### src/rtl/gpio_chg_pkg.sv
package gpio_chg_pkg;

  typedef enum logic [1:0] {
    RSEL_PINS = 2'd0,
    RSEL_DIR  = 2'd1,
    RSEL_CTL  = 2'd2,
    RSEL_NONE = 2'd3
  } rsel_e;

  localparam int CTL_PU_OFF_BIT = 0;

endpackage

### src/rtl/gpio_chg_sync.sv
module gpio_chg_sync #(
  parameter int WIDTH  = 8,
  parameter int STAGES = 2
) (
  input  logic             clk,
  input  logic             rst_n,
  input  logic [WIDTH-1:0] din_i,
  output logic [WIDTH-1:0] dout_o
);

  logic [WIDTH-1:0] stg_q [STAGES];

  always_ff @(posedge clk or negedge rst_n) begin
    if (!rst_n) stg_q[0] <= '0;
    else        stg_q[0] <= din_i;
  end

  for (genvar s = 1; s < STAGES; s++) begin : g_stage
    always_ff @(posedge clk or negedge rst_n) begin
      if (!rst_n) stg_q[s] <= '0;
      else        stg_q[s] <= stg_q[s-1];
    end
  end

  assign dout_o = stg_q[STAGES-1];

endmodule

### src/rtl/gpio_chg_regs.sv
module gpio_chg_regs
  import gpio_chg_pkg::*;
#(
  parameter int WIDTH = 8
) (
  input  logic             clk,
  input  logic             rst_n,
  input  logic             wr_data_i,
  input  logic             wr_dir_i,
  input  logic             wr_ctl_i,
  input  logic [WIDTH-1:0] wdata_i,
  input  logic [1:0]       rd_sel_i,
  input  logic [WIDTH-1:0] pins_sync_i,
  output logic [WIDTH-1:0] latch_o,
  output logic [WIDTH-1:0] dir_o,
  output logic             pu_off_o,
  output logic [WIDTH-1:0] rdata_o
);

  logic [WIDTH-1:0] latch_q;
  logic [WIDTH-1:0] dir_q;
  logic             pu_off_q;
  rsel_e            rsel;

  always_ff @(posedge clk or negedge rst_n) begin
    if (!rst_n) begin
      latch_q  <= '0;
      dir_q    <= '1;
      pu_off_q <= 1'b0;
    end else begin
      if (wr_data_i) latch_q  <= wdata_i;
      if (wr_dir_i)  dir_q    <= wdata_i;
      if (wr_ctl_i)  pu_off_q <= wdata_i[CTL_PU_OFF_BIT];
    end
  end

  assign rsel = rsel_e'(rd_sel_i);

  always_comb begin
    unique case (rsel)
      RSEL_PINS: rdata_o = pins_sync_i;
      RSEL_DIR:  rdata_o = dir_q;
      RSEL_CTL:  rdata_o = {{(WIDTH-1){1'b0}}, pu_off_q};
      default:   rdata_o = '0;
    endcase
  end

  assign latch_o  = latch_q;
  assign dir_o    = dir_q;
  assign pu_off_o = pu_off_q;


  latch_wr_chk: assert property (@(posedge clk) disable iff (!rst_n)
    wr_data_i |=> (latch_q == $past(wdata_i)));


  latch_hold_chk: assert property (@(posedge clk) disable iff (!rst_n)
    !wr_data_i |=> $stable(latch_q));


  dir_wr_chk: assert property (@(posedge clk) disable iff (!rst_n)
    wr_dir_i |=> (dir_q == $past(wdata_i)));

endmodule

### src/rtl/gpio_chg_detect.sv
module gpio_chg_detect #(
  parameter int WIDTH = 8
) (
  input  logic             clk,
  input  logic             rst_n,
  input  logic [WIDTH-1:0] pins_sync_i,
  input  logic [WIDTH-1:0] latch_i,
  input  logic [WIDTH-1:0] dir_i,
  input  logic             clr_i,
  output logic             flag_o
);

  logic [WIDTH-1:0] diff_bits;
  logic             mismatch;
  logic             flag_q;

  for (genvar i = 0; i < WIDTH; i++) begin : g_bit
    assign diff_bits[i] = dir_i[i] & (pins_sync_i[i] ^ latch_i[i]);
  end

  assign mismatch = |diff_bits;

  always_ff @(posedge clk or negedge rst_n) begin
    if (!rst_n)        flag_q <= 1'b0;
    else if (mismatch) flag_q <= 1'b1;
    else if (clr_i)    flag_q <= 1'b0;
  end

  assign flag_o = flag_q;


  set_on_diff_chk: assert property (@(posedge clk) disable iff (!rst_n)
    mismatch |=> flag_q);


  clr_effect_chk: assert property (@(posedge clk) disable iff (!rst_n)
    (clr_i && !mismatch) |=> !flag_q);


  flag_sticky_chk: assert property (@(posedge clk) disable iff (!rst_n)
    (flag_q && !clr_i) |=> flag_q);

endmodule

### src/rtl/gpio_chg_port.sv
module gpio_chg_port #(
  parameter int WIDTH       = 8,
  parameter int SYNC_STAGES = 2
) (
  input  logic             clk,
  input  logic             rst_n,
  input  logic             wr_data_i,
  input  logic             wr_dir_i,
  input  logic             wr_ctl_i,
  input  logic [WIDTH-1:0] wdata_i,
  input  logic [1:0]       rd_sel_i,
  output logic [WIDTH-1:0] rdata_o,
  input  logic             flag_clr_i,
  input  logic [WIDTH-1:0] pin_in_i,
  output logic [WIDTH-1:0] pin_out_o,
  output logic [WIDTH-1:0] pin_oe_o,
  output logic [WIDTH-1:0] pin_pu_o,
  output logic             flag_o,
  output logic             wake_o
);

  logic [WIDTH-1:0] pins_sync;
  logic [WIDTH-1:0] latch;
  logic [WIDTH-1:0] dir;
  logic             pu_off;
  logic             flag;

  gpio_chg_sync #(.WIDTH(WIDTH), .STAGES(SYNC_STAGES)) u_sync (
    .clk    (clk),
    .rst_n  (rst_n),
    .din_i  (pin_in_i),
    .dout_o (pins_sync)
  );

  gpio_chg_regs #(.WIDTH(WIDTH)) u_regs (
    .clk         (clk),
    .rst_n       (rst_n),
    .wr_data_i   (wr_data_i),
    .wr_dir_i    (wr_dir_i),
    .wr_ctl_i    (wr_ctl_i),
    .wdata_i     (wdata_i),
    .rd_sel_i    (rd_sel_i),
    .pins_sync_i (pins_sync),
    .latch_o     (latch),
    .dir_o       (dir),
    .pu_off_o    (pu_off),
    .rdata_o     (rdata_o)
  );

  gpio_chg_detect #(.WIDTH(WIDTH)) u_detect (
    .clk         (clk),
    .rst_n       (rst_n),
    .pins_sync_i (pins_sync),
    .latch_i     (latch),
    .dir_i       (dir),
    .clr_i       (flag_clr_i),
    .flag_o      (flag)
  );

  for (genvar i = 0; i < WIDTH; i++) begin : g_pad
    assign pin_out_o[i] = latch[i];
    assign pin_oe_o[i]  = ~dir[i];
    assign pin_pu_o[i]  = dir[i] & ~pu_off;
  end

  assign flag_o = flag;
  assign wake_o = flag;


  pu_on_output_chk: assert property (@(posedge clk) disable iff (!rst_n)
    (pin_pu_o & pin_oe_o) == '0);


  oe_after_dir_chk: assert property (@(posedge clk) disable iff (!rst_n)
    wr_dir_i |=> (pin_oe_o == ~$past(wdata_i)));

endmodule

### config.mk
export PLATFORM = sky130hd
export DESIGN_NAME = gpio_chg_port
export DESIGN_NICKNAME = d
export VERILOG_FILES = /design/src/rtl/gpio_chg_pkg.sv /design/src/rtl/gpio_chg_sync.sv /design/src/rtl/gpio_chg_regs.sv /design/src/rtl/gpio_chg_detect.sv /design/src/rtl/gpio_chg_port.sv
export SDC_FILE = /design/constraint.sdc
export NUM_CORES = 1
export LEC_CHECK = 0
export ABC_AREA = 1
export ABC_CLOCK_PERIOD_IN_PS = 1100
export BUFFER_PORTS_ARGS = -buffer_cell sky130_fd_sc_hd__buf_2
export CORE_MARGIN = 2
export CORE_UTILIZATION = 46
export CTS_CLUSTER_DIAMETER = 200
export DETAILED_ROUTE_END_ITERATION = 16
export GPL_TIMING_DRIVEN = 1
export PLACE_DENSITY = 0.77
export SYNTH_ARGS = -nofsm -noshare
export SYNTH_HDL_FRONTEND = slang
export SYNTH_SLANG_ARGS = --single-unit
### constraint.sdc
create_clock -name clk -period 1.1 [get_ports clk]
set_input_delay 0.165 -clock clk [delete_from_list [all_inputs] [get_ports clk]]
set_output_delay 0.165 -clock clk [all_outputs]
set_load 0.03 [all_outputs]
==> impl_metrics.toml <==
[yosys]
synth_nets = 171
netlist_area_um2 = 1390
syn_inst = 147
synthTopCellsByCount = "nand2_1, dfrtp_1, inv_1"
synth_edf_count = 0
synth_top_family_by_area = "simple AND/OR/NAND/NOR gates"
yosys_warnings = 0
synthSimpleGateAreaFrac_pct = 16.9
syn_avg_cell_area_um2 = 9.44
synth-main-ff-cell = "dfrtp_1"
synthTopCellsByArea = "dfrtp_1, dfstp_2, nand2_1"
synthMostInstantiatedCell = "nand2_1"
synth-xor-area-share_pct = 0
async_flop_share_pct = 100
muxShareOfSynthArea_pct = 2.43
synthDistinctLibCells = 16
synth_compound_area_share_pct = 10.0
yosysSeqAreaShare_pct = 62.0
synth_fa_ha_area_share_pct = 0
synth_top_area_share_pct = 46.9
synth_top_area_cell = "dfrtp_1"
synth-seq-cells = 34

[route]
firstDrtPassIters = 10
wl_um = 4240
drtAntennaViolNets = 0
drtIter0Drc = 55
via_per_inst = 4.97
routedWlPerCell_um = 15.9
vias = 1322
drc = 3

[setup_path]
cp_max_fo = 5
cp_data_arrival_time_ps = 1310
end_kind = "primary output"
critPathKind = "reg -> out"
cp-start-kind = "register"
crit_required_ps = 940

[die]
rows = 19
core_region_area_um2 = 2810
ioPinCount = 58
die_w_um = 58.9
die_y_um = 58.9
die_area_um2 = 3470
start_util_pct = 49.5

[hold_path]
min_path_type = "in -> reg"

[power_and_ir_drop]
power_density_nw_per_um2 = 1320
total_power_uw = 3240
ir_drop_v = 0.00103
p_leak_uw = 0.00117

[global_route]
grt.overflow.total = 0
grt_use_total_pct = 24.5
grt_pass1_wl_um = 6060
grt_start_max_net_pins = 35
first_global_vias = 1298
antenna_found_initial = 0

[cts]
root_buffer = "clkbuf_4"
ctsLongestPathBuffers = 2
cts_tree = "built"
clock-sinks = 34
numCtsBuffers = 5
clkTransAtPathRegs_ps = 100
htree_levels = 2
clock_latency_ps = 360

[finish]
finalNonFillerCells = 266
layout-drive-gt1-share_pct = 56.6
syn_to_final_growth_pct = 76.2
fin_nets = 258
antenna_cells = 0
num-fill-cells = 135
fin_area_um2 = 2440

[timing]
max_slew_margin_pct = 81.5
post-route-period-util_pct = 134
grt_setup_unrepaired = "yes"
fin_hold_ws_ps = 28.8
drv_slew = 0
report.final.hold_viol_count = 0
fmax_mhz = 678
fin_worst_skew_ps = 6.94
fin_crit_ps = 1470
timing.final.ws_setup_ps = -374
finalSetupViolations = 28
worst_pin_slew_ps = 278

[place]
finalWeightedCongestion = 0.844
dp_hpwl_um = 2480
numPortBuffers = 57
placed_area_um2 = 1960
placed_cells = 243

[status]
status = "finished, violations left"
failed_checks = "DRC, setup timing"

[flow_run]
maxCapViolCount = 0
==> report_power, final <==
group | internal [uW] | leakage (uW) | total, uW | switching [uW]
Combinational | 471 | 0.000747 | 1070 | 600
Clock | 309 | 0.0000353 | 727 | 418
Sequential | 1360 | 0.000386 | 1440 | 79.3
Total | 2140 | 0.00117 | 3240 | 1100
==> cell type report <==
type                       count  area, um^2  share of cell area (%)
sequential                    34         862                    35.3
timing repair buffer          85         776                    31.7
multi-input combinational     85         602                    24.6
inverter                      23         106                    4.35
clock buffer                   7        55.1                    2.25
tap                           31        38.8                    1.59
clock inverter                 1        5.00                   0.205
==> flip-flops by register name (all words and copies together) (netlist names) <==
| register | cells |
|---|---|
| u_detect.flag_o | 1 |
| u_regs.dir_o | 8 |
| u_regs.latch_o | 8 |
| u_regs.pu_off_o | 1 |
| u_sync.dout_o | 8 |
| u_sync.stg_q | 8 |
==> critical path: stages, from the launching register on <==
cell and delay (ps):
dfstp_2 530, inv_1 110, o21ai_4 140, buf_4 170
==> cells in the final DEF, fill, tap and decap left out, drive strengths merged <==
cell type	n
or2	1
clkbuf	7
clkinv	1
o221ai	1
dfrtp	26
a21oi	1
nand3	8
o22ai	5
nor2	16
nand2	34
mux2	3
o21ai	16
dlygate4sd3	9
inv	23
dfstp	8
buf	76
==> final timing paths <==
| check | from | endpoint | slack, ps | cells past startpoint |
|---|---|---|---|---|
| worst min register to register | u_sync.stg_q[10]$_DFF_PN0_ | u_sync.dout_o[2]$_DFF_PN0_ | 360 | 0 |
| max in group asynchronous | rst_n | u_regs.dir_o[2]$_DFFE_PN1P_ | 560 | 3 |
| worst min-delay path | wdata_i[6] | u_regs.dir_o[6]$_DFFE_PN1P_ | 30 | 3 |
| min in group asynchronous | rst_n | u_sync.dout_o[4]$_DFF_PN0_ | 290 | 3 |
| worst max-delay path | u_regs.dir_o[6]$_DFFE_PN1P_ | rdata_o[6] | -370 | 3 |
| worst max register to register | u_regs.latch_o[5]$_DFFE_PN0P_ | u_detect.flag_o$_DFFE_PN0P_ | -20 | 7 |
==> cells by family (layout without fill, tap and decap cells) <==
family                 Yosys count  after routing
buffers and inverters           28            116
AOI/OAI and AO/OA               23             23
and+or+nand+nor                 59             59
muxes                            3              3
DFF                             34             34
==> stage by stage <==
stage | setup slack (ps) | util (%) | setup TNS, ps
2_1_floorplan | -67.2 | - | -322
3_3_place_gp | -121 | 69.7 | -805
3_5_place_dp | -161 | 69.7 | -977
4_1_cts | -388 | 83.9 | -6460
5_1_grt | -416 | 87.2 | -7650
6_report | -374 | 87.2 | -6710
==> what timing repair did <==
action,in CTS,in global routing
setup endpoints to repair,33,32
hold buffers,9,0
gates resized for setup,77,29
hold endpoints to repair,42,0
setup buffers,5,1
pin swaps,5,6
==> routing by layer <==
metal  wire length [um]  vias to the layer above  track usage, %
met2               2170                       53            41.3
li1                   -                      639               -
met1               1680                      619            28.1
met3                271                       11            7.91
met5                  0                        -               0
met4                116                        0            11.7
No activity file was read; power rests on OpenSTA's default activity.
